--- src/rtl/floop_pkg.sv ---
// floop_pkg: shared class-tag and loop-mode codes for the loopback selector.
// Assumes a 3-bit class tag supplied by the word classifier upstream.
package floop_pkg;
    localparam logic [2:0] CLS_IQ      = 3'd0;
    localparam logic [2:0] CLS_MGMT_D  = 3'd1;
    localparam logic [2:0] CLS_MGMT_C  = 3'd2;
    localparam logic [2:0] CLS_VEND_C  = 3'd3;

    localparam logic [2:0] LM_OFF      = 3'd0;
    localparam logic [2:0] LM_ALL      = 3'd1;
    localparam logic [2:0] LM_IQ       = 3'd2;
    localparam logic [2:0] LM_MGMT     = 3'd3;
    localparam logic [2:0] LM_MGMT_VND = 3'd4;
endpackage

--- src/rtl/floop_rx_align.sv ---
// floop_rx_align: fixed-depth delay line that lines received words up with
// the transmit word position. Assumes the latency between the two sides is a
// constant DEPTH cycles. Resets all stages to zero.
module floop_rx_align #(
    parameter int W     = 16,
    parameter int DEPTH = 4
) (
    input  logic         clk,
    input  logic         rst_n,
    input  logic [W-1:0] din,
    output logic [W-1:0] dout
);
    localparam int LAST = DEPTH - 1;

    logic [DEPTH-1:0][W-1:0] stg;

    // Shift the received word one stage per clock.
    always_ff @(posedge clk) begin
        if (!rst_n) begin
            stg <= '0;
        end else begin
            stg[0] <= din;
            for (int i = 1; i < DEPTH; i++) begin
                stg[i] <= stg[i-1];
            end
        end
    end

    assign dout = stg[LAST];
endmodule

--- src/rtl/floop_ctrl.sv ---
// floop_ctrl: derives the transmit gate and the loop-arm condition from the
// enable bits, the role strap, frame sync and the physical-loop override.
// Purely combinational; the top registers its effect.
module floop_ctrl (
    input  logic frame_sync,
    input  logic is_slave,
    input  logic phy_loop,
    input  logic tx_en,
    input  logic tx_force,
    output logic gate_open,
    output logic loop_armed
);
    // Open the gate on enable, or on force in slave role only.
    always_comb gate_open = tx_en | (tx_force & is_slave);

    // Loop only after sync in slave role, never under the physical loop.
    always_comb loop_armed = frame_sync & is_slave & ~phy_loop;
endmodule

--- src/rtl/floop_pick.sv ---
// floop_pick: decides, per word position, whether the received word replaces
// the local one, from the loop mode and the class tag. Reserved modes pick
// the local word. Combinational.
module floop_pick
    import floop_pkg::*;
(
    input  logic [2:0] loop_mode,
    input  logic [2:0] word_cls,
    input  logic       loop_armed,
    output logic       take_rx
);
    logic mode_hit;

    // Class subset looped back by each mode.
    always_comb begin
        unique case (loop_mode)
            LM_ALL:      mode_hit = 1'b1;
            LM_IQ:       mode_hit = (word_cls == CLS_IQ);
            LM_MGMT:     mode_hit = (word_cls == CLS_MGMT_D) || (word_cls == CLS_MGMT_C);
            LM_MGMT_VND: mode_hit = (word_cls == CLS_MGMT_C) || (word_cls == CLS_VEND_C);
            default:     mode_hit = 1'b0;
        endcase
    end

    // Qualify the class decision with the arm condition.
    always_comb take_rx = mode_hit & loop_armed;
endmodule

--- src/rtl/floop_sel.sv ---
// floop_sel: framed link loopback selector. Chooses per transmit word between
// the local word and the aligned received word, gates transmission, and
// registers the result. Assumes word_cls, loc_word and the controls refer to
// the same transmit position, and that rx_word leads it by DLY cycles.
module floop_sel #(
    parameter int W   = 16,
    parameter int DLY = 4
) (
    input  logic         clk,
    input  logic         rst_n,
    input  logic [W-1:0] loc_word,
    input  logic [W-1:0] rx_word,
    input  logic [2:0]   word_cls,
    input  logic [2:0]   loop_mode,
    input  logic         frame_sync,
    input  logic         is_slave,
    input  logic         phy_loop,
    input  logic         tx_en,
    input  logic         tx_force,
    output logic [W-1:0] tx_word,
    output logic         tx_valid,
    output logic         tx_from_rx
);
    logic [W-1:0] rx_aligned;
    logic         gate_open;
    logic         loop_armed;
    logic         take_rx;

    floop_rx_align #(.W(W), .DEPTH(DLY)) u_align (
        .clk  (clk),
        .rst_n(rst_n),
        .din  (rx_word),
        .dout (rx_aligned)
    );

    floop_ctrl u_ctrl (
        .frame_sync(frame_sync),
        .is_slave  (is_slave),
        .phy_loop  (phy_loop),
        .tx_en     (tx_en),
        .tx_force  (tx_force),
        .gate_open (gate_open),
        .loop_armed(loop_armed)
    );

    floop_pick u_pick (
        .loop_mode (loop_mode),
        .word_cls  (word_cls),
        .loop_armed(loop_armed),
        .take_rx   (take_rx)
    );

    // Register the chosen word, or idle when the gate is closed.
    always_ff @(posedge clk) begin
        if (!rst_n) begin
            tx_word    <= '0;
            tx_valid   <= 1'b0;
            tx_from_rx <= 1'b0;
        end else if (!gate_open) begin
            tx_word    <= '0;
            tx_valid   <= 1'b0;
            tx_from_rx <= 1'b0;
        end else begin
            tx_word    <= take_rx ? rx_aligned : loc_word;
            tx_valid   <= 1'b1;
            tx_from_rx <= take_rx;
        end
    end
endmodule

--- config.mk ---
export PLATFORM = sky130hd
export DESIGN_NAME = floop_sel
export DESIGN_NICKNAME = d
export VERILOG_FILES = /design/src/rtl/floop_pkg.sv /design/src/rtl/floop_rx_align.sv /design/src/rtl/floop_ctrl.sv /design/src/rtl/floop_pick.sv /design/src/rtl/floop_sel.sv
export SDC_FILE = /design/constraint.sdc
export NUM_CORES = 1
export LEC_CHECK = 0
export BUFFER_PORTS_ARGS = -buffer_cell sky130_fd_sc_hd__buf_2
export CORE_MARGIN = 10
export CORE_UTILIZATION = 45
export CTS_CLUSTER_DIAMETER = 150
export CTS_CLUSTER_SIZE = 24
export DETAILED_ROUTE_END_ITERATION = 6
export HOLD_SLACK_MARGIN = 0.02
export PLACE_DENSITY = 0.78
export SYNTH_ARGS = -nofsm -noshare
export SYNTH_HDL_FRONTEND = slang
export SYNTH_HIERARCHICAL = 1
export SYNTH_SLANG_ARGS = --single-unit
--- constraint.sdc ---
create_clock -name clk -period 2.8 [get_ports clk]
set_input_delay 0.7 -clock clk [delete_from_list [all_inputs] [get_ports clk]]
set_output_delay 0.7 -clock clk [all_outputs]
set_load 0.03 [all_outputs]
== Yosys cells after proc, flatten, opt, wreduce, memory -nomap -nowiden ==
Cells that the tools add are included.
Cells by class
  eq/ne operators: 7
  mux-type cells: 3
  bitwise gates (word level): 6
  reductions and logical operators: 4
Operators by type and width (count)
  two-way mux 16 bit: 1
  equality test 3 x 2 -> 1 bit (second input constant): 4
  equality test 3 x 1 -> 1 bit (second input constant): 2
  bitwise AND 1 bit: 4
  one-hot mux 1 bit (4 select lines): 1
  equality test 3 bit (second input constant): 1
  zero test 3 bit: 1
  logical OR 1 bit: 2
  AND reduction 2 bit: 1
  two-way mux 1 bit: 1
  NOT 1 bit: 1
  bitwise OR 1 bit: 1
Word-level totals
  flip-flop bits (word level): 82
  bits of input ports: 45
  output and inout bits: 18
  logic and storage cells: 27

== Longest topological paths before layout ==
Gate-level depths: netlist of the first run.
  depth after elaboration: 5
  depth in mapped cells: 7
  gate-level depth less buffers: 5

== Hierarchy ==
The synthesis of the first run kept the hierarchy.
Modules (own cells, without submodules)
  floop_rx_align: times used 1, cells each 150, area an instance 1911.8 sq um, seq. area each 1281.2 sq um
  floop_sel: times used 1, cells each 56, area an instance 631.9 sq um, seq. area each 360.3 sq um
  floop_pick: times used 1, cells each 9, area an instance 72.6 sq um, seq. area each 0.0 sq um
  floop_ctrl: times used 1, cells each 2, area an instance 16.3 sq um, seq. area each 0.0 sq um

== Worst setup path after synthesis of the first run ==
Ideal clock, no wire load.
  kind: input-to-reg
  start: input word_cls[1]
  end: register tx_word[10]
  library setup time: 117 ps
  arrival: 1964 ps
  required time: 2683 ps
  setup slack: 719 ps
  stages: 7
  buffers on the path: 2
  cell sequence: or3b_1 > a211oi_2 > o311a_1 > buf_6 > buf_12 > mux2i_1 > nor2_1
Between the ends
  cells in the longest elaborated chain, start to end: 5
  elaborated cells on any way between the ends: 9
  those cells by class: eq/ne: 3; mux: 2; bitwise: 1; reduce/logical: 3
Ends and longest elaborated chain
  from (decl): line floop_sel.sv:13  | input logic [2:0] word_cls,
  equality test 3 x 2 -> 1 bit, or another cell as far along: line floop_pick.sv:19, floop_pick.sv:20
  logical OR 1 bit, on equally long branches: line floop_pick.sv:20, floop_pick.sv:19
  one-hot mux 1 bit (4 select lines) (*): line floop_pick.sv:16  | unique case (loop_mode)
  bitwise AND 1 bit (*): line floop_pick.sv:26  | always_comb take_rx = mode_hit & loop_armed;
  via take_rx: line floop_sel.sv:27  | logic take_rx;
  two-way mux 16 bit (*): line floop_sel.sv:64  | tx_word <= take_rx ? rx_aligned : loc_word;
  to (signal assigned): line floop_sel.sv:64
  to (decl): line floop_sel.sv:20  | output logic [W-1:0] tx_word,
The timed path passes the listed nets; every way through them passes the cells marked *.
A chain may end at the register's enable or synchronous reset.

== Worst setup path in the final report of the first run ==
  start: input word_cls[1]
  end: register tx_word[13]
Same word-level chain as after synthesis.

==> results of run 1 <==
sequential cells by signal, summed over array words and instances (netlist names):
signal / cells
u_align/stg: 48
tx_word: 16
u_align/dout: 16
tx_from_rx: 1
tx_valid: 1
cell families (layout without fill, tap and decap cells):
kind of cell,Yosys count,count (layout),synth area share (%)
AOI/OAI and AO/OA,5,5,1.71
muxes,16,16,6.08
and+or+nand+nor,87,87,22.5
buffers and inverters,27,81,7.37
DFF,82,82,62.4
per-stage QoR:
step | hold slack, ps | instances
after floorplan | 426 | 217
final | 442 | 343
after global routing | 455 | 343
after detailed placement | 432 | 328
after global placement | 429 | 328
after CTS | 447 | 343
critical path, stage by stage:
cell,delay [ps]
buf_2,120
or3b_1,400
a211oi_2,230
o311a_1,190
buf_4,280
mux2i_1,240
nor2_1,60
synth_stat cells:
| library cell | instances | area, µm² |
|---|---|---|
| inv_1 | 2 | 7.51 |
| a211oi_1 | 1 | 7.51 |
| nor2_1 | 16 | 60.1 |
| buf_6 | 1 | 11.3 |
| and2_2 | 64 | 480 |
| buf_12 | 1 | 20.0 |
| buf_4 | 16 | 120 |
| and3b_1 | 1 | 8.76 |
| buf_2 | 1 | 5.00 |
| o311a_1 | 1 | 10.0 |
| mux2i_1 | 16 | 160 |
| and4bb_2 | 1 | 12.5 |
| a211oi_2 | 1 | 12.5 |
| nand2b_1 | 1 | 6.26 |
| dfxtp_1 | 82 | 1640 |
| nand2_1 | 2 | 7.51 |
| or3b_1 | 1 | 8.76 |
| and3_2 | 1 | 7.51 |
| a21o_1 | 1 | 7.51 |
| o31ai_1 | 1 | 7.51 |
| clkbuf_2 | 6 | 30.0 |
layer usage:
layer,global-route usage [%],wire length (µm)
met5,0,0
met3,3.08,445
met2,13.6,1630
met4,6.42,90
met1,10.1,1830
path summary, 6_finish.rpt:
check	depth (start not counted)	slack, ps	endpoint
setup / recovery	7	790	tx_word[13]$_SDFF_PN0_
hold / removal	1	440	u_align/dout[13]$_SDFF_PN0_
setup reg to reg	2	2160	tx_word[9]$_SDFF_PN0_
hold reg to reg	1	440	u_align/dout[13]$_SDFF_PN0_
final cells by class:
class	count	area [µm²]	share of cell area, %
Tap cell	72	90.1	2.94
Timing Repair Buffer	64	325	10.6
Clock buffer	10	128	4.16
Clock inverter	5	80.1	2.61
Inverter	2	7.51	0.245
Multi-Input combinational cell	108	797	26.0
Sequential cell	82	1640	53.5
power by group:
group	switching, mW	total, mW	leakage [nW]	internal [mW]
sequential	0.00831	1.22	0.673	1.21
combinational	0.0710	0.135	0.622	0.0644
clock	0.378	0.874	0.0984	0.496
total	0.457	2.23	1.39	1.77
==> results.cfg, run 1 <==
[critical_path]
r2r_start = u_align/dout[9]$_SDFF_PN0_
worstSetupStartpointType = primary input
criticalPathCategory = in2reg
crit_start = word_cls[1]
cp.required_ps = 3000
end_kind = flop
cp_max_fo = 17
worstPathArrival_ps = 2210

[timing]
setup_ws_ps = 795
finalCritPeriodShare_pct = 71.6
fmax_mhz = 499
hold_violations = 0
slew_viol_final = 0
finalClockSkew_ps = 10.3
tightest_slew_ps = 559
setup_viol = 0
setup_tns_ps = 0
period_minus_slack_ps = 2010
slew_headroom_pct = 62.7
rsz0062_at_grt = false

[route]
first_pass_iters = 4
vias = 1428
wl_per_cell_um = 11.7
via_per_inst = 4.16
initialDrtViolationCount = 39
routed_wl_um = 4000
drc_errors = 0
drtAntennaViolNets = 0

[finish]
area_growth_pct = 16.6
fin_area_um2 = 3070
fillers = 521
final_util_pct = 54.7
drive_gt1_share_pct = 53.5
final_cell_mix = 82 x dfxtp_1, 64 x and2_2, 62 x buf_2, 16 x mux2i_1, 16 x nor2_1
nets = 312
diodes = 0
layout_commonest_cell = dfxtp_1

[hold_path]
hp-class = reg2reg
hp-start = u_align/stg[45]$_SDFF_PN0_

[floorplan]
fp.coreArea_um2 = 5610
start_util_pct = 46.9
die_h_um = 96.5
rows = 27
die_w_um = 96.5
dieArea_um2 = 9310
io_pins = 63

[power_and_ir_drop]
irDropWorstVdd_v = 0.000338
powerDensity_nw_per_um2 = 726
leakagePower_nw = 1.39
finalPower_mw = 2.23

[grt]
grt_pass1_vias = 1517
antenna_found_initial = 0
grt_max_degree = 43
gr-usage-all-layers_pct = 8.90
grt.overflow.total = 0
grt_pass1_wl_um = 6480

[cts]
cts_resized = 0
hold_buffers = 0
cts-root-buf = clkbuf_8
cts_buffers = 9
cts_tree = yes
clock_path_buffers = 2
path_clk_slew_ps = 80
cts_setup_buffers = 0
clock_latency_ps = 330
htree_levels = 3
cts.sinks = 82

[placed_design]
placed_area_um2 = 2860
place_ws_ps = 461
dp_hpwl_um = 2880
gp_congestion = 0.765
numPortBuffers = 62

[yosys]
ys_seq_area_share_pct = 62.4
synth_nets = 262
ys_types = 21
avgSynthCellArea_um2 = 12.1
synthCells = 217
synth.ff_latch_count = 82
yosys_warnings = 6
syn_area_um2 = 2630

[job]
maxCapViolCount = 0

[status]
status = complete, no violations
(Power assumes the default switching activity.)
==> inputs of run 2 (changes only) <==
==> constraint.sdc (replaced) <==
create_clock -name clk -period 1.9 [get_ports clk]
set_input_delay 0.475 -clock clk [delete_from_list [all_inputs] [get_ports clk]]
set_output_delay 0.475 -clock clk [all_outputs]
set_load 0.03 [all_outputs]
==> run 2 against run 1 <==
Combinational power is 52% higher. Clock skew down 5.2 ps. Worst hold slack got worse by 87 ps. Routed wire length is 1.6% lower. Power grew 37%. Utilization is 0.089 points lower. Register-to-register slack got worse by 920 ps. Critical endpoint is now tx_word[14]$_SDFF_PN0_. Highest routed layer unchanged.
==> results.cfg, run 2 (synthesis gave the netlist of run 1 again) <==
[grt]
use_met3_pct = 4.55
grt_util_met1_pct = 9.57
gr-usage-all-layers_pct = 8.51
grt.overflow.total = 0
grt_pass1_vias = 1400
gr-usage-met2_pct = 12.5
busiest_layer = met2
grt_max_degree = 41
grt_pass1_wl_um = 6100
antenna_found_initial = 0

[timing]
slew_viol_final = 0
finalCritPeriodShare_pct = 88.9
rsz0062_at_grt = false
tightest_slew_ps = 554
hold_violations = 0
period_minus_slack_ps = 1690
timing.hold.ws_ps = 354
slew_headroom_pct = 63.0
setup_ws_ps = 210
finalClockSkew_ps = 5.07
fmax_mhz = 592
setup_viol = 0

[critical_path]
worstSetupStartpointType = primary input
cp.required_ps = 2100
criticalPathCategory = in2reg
cp_max_fo = 9
end_kind = flop
worstPathArrival_ps = 1890

[floorplan]
rows = 27
start_util_pct = 46.9
io_pins = 63
die_w_um = 96.5
die_h_um = 96.5
dieArea_um2 = 9310
fp.coreArea_um2 = 5610

[finish]
largest_reg_flops = 48
final_cell_mix = 82 x dfxtp_1, 64 x and2_2, 62 x buf_2, 16 x mux2i_1, 16 x nor2_1
drive_gt1_share_pct = 54.0
area_growth_pct = 16.4
regMostFlops = u_align/stg
layout_commonest_cell = dfxtp_1
diodes = 0
nets = 316

[placed_design]
place_ws_ps = -137
numPortBuffers = 62
gp_congestion = 0.806
dp_hpwl_um = 2910

[power_and_ir_drop]
power_frac_seq_pct = 58.7
p_comb_share_pct = 6.7
netSwitchingFraction_pct = 21.8
irDropWorstVdd_v = 0.000417
clockPowerShare_pct = 34.5
powerDensity_nw_per_um2 = 997
finalPower_mw = 3.05
power_switching_uw = 664
leakagePower_nw = 1.39
internal_power_mw = 2.39

[route]
drc_errors = 0
routed_wl_um = 3940
first_pass_iters = 4
initialDrtViolationCount = 27
drtAntennaViolNets = 0
vias = 1415
via_per_inst = 4.07
wl_per_cell_um = 11.3

[cts]
cts.sinks = 82
cts_tree = yes
path_clk_slew_ps = 70
cts-root-buf = clkbuf_8
clock_path_buffers = 2
clock_latency_ps = 330
htree_levels = 3
hold_buffers = 0
cts_resized = 0
cts_setup_buffers = 0
cts_buffers = 9

[status]
status = complete, no violations

[job]
maxCapViolCount = 0

[hold_path]
hp-class = in2reg
## run 2: cell type report
class	count	area [µm²]
fillers	517	2540
clock inverters	4	27.5
repair buffers	68	355
clock buffers	12	145
multi-input cells	108	797
well taps	72	90.1
inverters	2	7.51
flip-flops and latches	82	1640
## run 2: power groups by stage
stage | Clock (mW) | Sequential, mW | Combinational [mW]
5_1_grt | 1.17 | 1.80 | 0.227
2_1_floorplan | 0 | 1.87 | 0.0934
6_report | 1.05 | 1.79 | 0.205
3_3_place_gp | 0 | 1.83 | 0.202
3_5_place_dp | 0 | 1.84 | 0.208
4_1_cts | 1.10 | 1.79 | 0.210
## run 2: worst max-delay path, stage by stage
cell and delay (ps):
buf_2 120, or3b_1 380, a211oi_2 210, o311a_1 210, buf_4 200, mux2i_1 240
nor2_1 50
## run 2: metrics by stage
step | setup TNS, ps | instance area, µm² | instances | utilization (%)
floorplan | 0 | 2630 | 217 | -
global placement | -803 | 2890 | 332 | 51.6
global route | 0 | 3060 | 348 | 54.6
detailed placement | -1470 | 2890 | 332 | 51.6
CTS | 0 | 3060 | 348 | 54.6
finish | 0 | 3060 | 348 | 54.6
## run 2: per-layer routing
metal / routed length (µm) / vias up
met5: 0 / -
met4: 75 / 0
met3: 477 / 6
met2: 1590 / 54
met1: 1790 / 585
li1: - / 770
## run 2: worst paths after layout
path / startpoint / to / slack [ps] / cells after the start
worst max-delay path: word_cls[1] / tx_word[14]$_SDFF_PN0_ / 210 / 7
worst max register to register: u_align/dout[14]$_SDFF_PN0_ / tx_word[14]$_SDFF_PN0_ / 1240 / 2
worst min-delay path: rx_word[14] / u_align/stg[14]$_SDFF_PN0_ / 350 / 2
worst min register to register: u_align/stg[46]$_SDFF_PN0_ / u_align/dout[14]$_SDFF_PN0_ / 450 / 1
==> inputs of run 3 (changes only) <==
==> constraint.sdc (replaced) <==
create_clock -name clk -period 2 [get_ports clk]
set_input_delay 0.5 -clock clk [delete_from_list [all_inputs] [get_ports clk]]
set_output_delay 0.5 -clock clk [all_outputs]
set_load 0.03 [all_outputs]
==> run 3 against run 2 <==
Count of clock-buffer cells in the layout rose by 1. Sequential cell count unchanged. Die area unchanged. Combinational power down 6%. Via count is 0.49% lower. Critical path type unchanged. Critical endpoint is now tx_word[0]$_SDFF_PN0_. Largest power group unchanged.
==> results.cfg, run 3 (synthesis gave the netlist of run 1 again) <==
[status]
status = complete, no violations

[timing]
fmax_mhz = 573
rsz0062_at_grt = false
hold_violations = 0
timing.hold.ws_ps = 381
finalCritPeriodShare_pct = 87.2
tightest_slew_ps = 560
setup_viol = 0
slew_headroom_pct = 62.5
finalClockSkew_ps = 7.46
period_minus_slack_ps = 1740
setup_tns_ps = 0
slew_viol_final = 0

[placed_design]
dp_hpwl_um = 2860
gp_congestion = 0.787
numPortBuffers = 62

[power_and_ir_drop]
p_comb_share_pct = 6.6
power_switching_uw = 609
power_frac_seq_pct = 58.7
irDropWorstVdd_v = 0.000361
leakagePower_nw = 1.39
internal_power_mw = 2.30
powerDensity_nw_per_um2 = 953
clockPowerShare_pct = 34.7
netSwitchingFraction_pct = 20.9

[finish]
area_growth_pct = 15.8
layout_commonest_cell = dfxtp_1
largest_reg_flops = 48
final_cell_mix = 82 x dfxtp_1, 64 x and2_2, 62 x buf_2, 16 x mux2i_1, 16 x nor2_1
nets = 314
fillers = 510
diodes = 0
regMostFlops = u_align/stg
drive_gt1_share_pct = 53.5

[hold_path]
hold_end = u_align/stg[14]$_SDFF_PN0_
hp-start = rx_word[14]
min_path_cells = 2
hp-class = in2reg

[grt]
grt.overflow.total = 0
gr-usage-all-layers_pct = 8.66
grt_max_degree = 41
grt_pass1_wl_um = 6190
antenna_found_initial = 0
grt_pass1_vias = 1422

[cts]
path_clk_slew_ps = 70
cts.sinks = 82
clock_latency_ps = 330
cts_tree = yes
cts_setup_buffers = 0
cts_buffers = 9
htree_levels = 3
hold_buffers = 0
cts_resized = 0
cts-root-buf = clkbuf_8
clock_path_buffers = 2

[route]
drc_errors = 0
vias = 1408
initialDrtViolationCount = 54
via_per_inst = 4.08
wl_per_cell_um = 11.4
first_pass_iters = 4
drtAntennaViolNets = 0
routed_wl_um = 3930

[floorplan]
die_h_um = 96.5
fp.coreArea_um2 = 5610
start_util_pct = 46.9
die_w_um = 96.5
io_pins = 63
rows = 27
dieArea_um2 = 9310

[critical_path]
r2r_end = tx_word[14]$_SDFF_PN0_
criticalPathCategory = in2reg
reg2reg_depth = 2
worstPathArrival_ps = 1940
end_kind = flop
worstSetupStartpointType = primary input
cp.required_ps = 2190
r2r_slack_ps = 1350
cp_max_fo = 9
r2r_start = u_align/dout[14]$_SDFF_PN0_

[job]
maxCapViolCount = 0
-- run 3: routing by layer --
| metal | global-route usage [%] | share of wire [%] |
|---|---|---|
| met5 | 0 | 0 |
| met4 | 5.81 | 1.5 |
| met3 | 4.70 | 13 |
| met2 | 12.0 | 40 |
| met1 | 10.1 | 45 |
-- run 3: worst max path at each step --
stage | startpoint | endpoint | depth (start not counted)
after floorplan | word_cls[1] | tx_word[10]$_SDFF_PN0_ | 7
after global placement | word_cls[1] | tx_word[13]$_SDFF_PN0_ | 7
after detailed placement | word_cls[1] | tx_word[14]$_SDFF_PN0_ | 7
after CTS | word_cls[1] | tx_word[14]$_SDFF_PN0_ | 7
after global routing | word_cls[1] | tx_word[0]$_SDFF_PN0_ | 7
final | word_cls[1] | tx_word[0]$_SDFF_PN0_ | 7
-- run 3: cell type report --
| cell class | count | area (µm²) | share of cell area, % |
|---|---|---|---|
| sequential | 82 | 1640 | 53.9 |
| multi-input combinational | 108 | 797 | 26.1 |
| timing repair buffer | 66 | 340 | 11.2 |
| clock buffer | 13 | 159 | 5.21 |
| tap | 72 | 90.1 | 2.96 |
| clock inverter | 2 | 12.5 | 0.411 |
| inverter | 2 | 7.51 | 0.246 |
-- run 3: per-stage QoR --
step	util (%)	std cells	area, µm²	setup WS, ps	total power [mW]
finish	54.4	345	3050	256	2.91
floorplan	-	217	2630	119	1.87
global route	54.4	345	3050	181	3.03
detailed placement	51.3	330	2880	-93.9	1.94
CTS	54.4	345	3050	252	2.95
global placement	51.3	330	2880	17.9	1.93
-- run 3: power groups by stage --
stage	Combinational, mW	Sequential, mW	Clock (mW)
global placement	0.188	1.74	0
detailed placement	0.194	1.74	0
CTS	0.195	1.71	1.05
global route	0.212	1.71	1.11
finish	0.192	1.71	1.01
floorplan	0.0887	1.78	0
-- run 3: critical path, stage by stage --
cell      delay [ps]
buf_2            110
or3b_1           390
a211oi_2         230
o311a_1          210
buf_4            200
mux2i_1          220
nor2_1            60
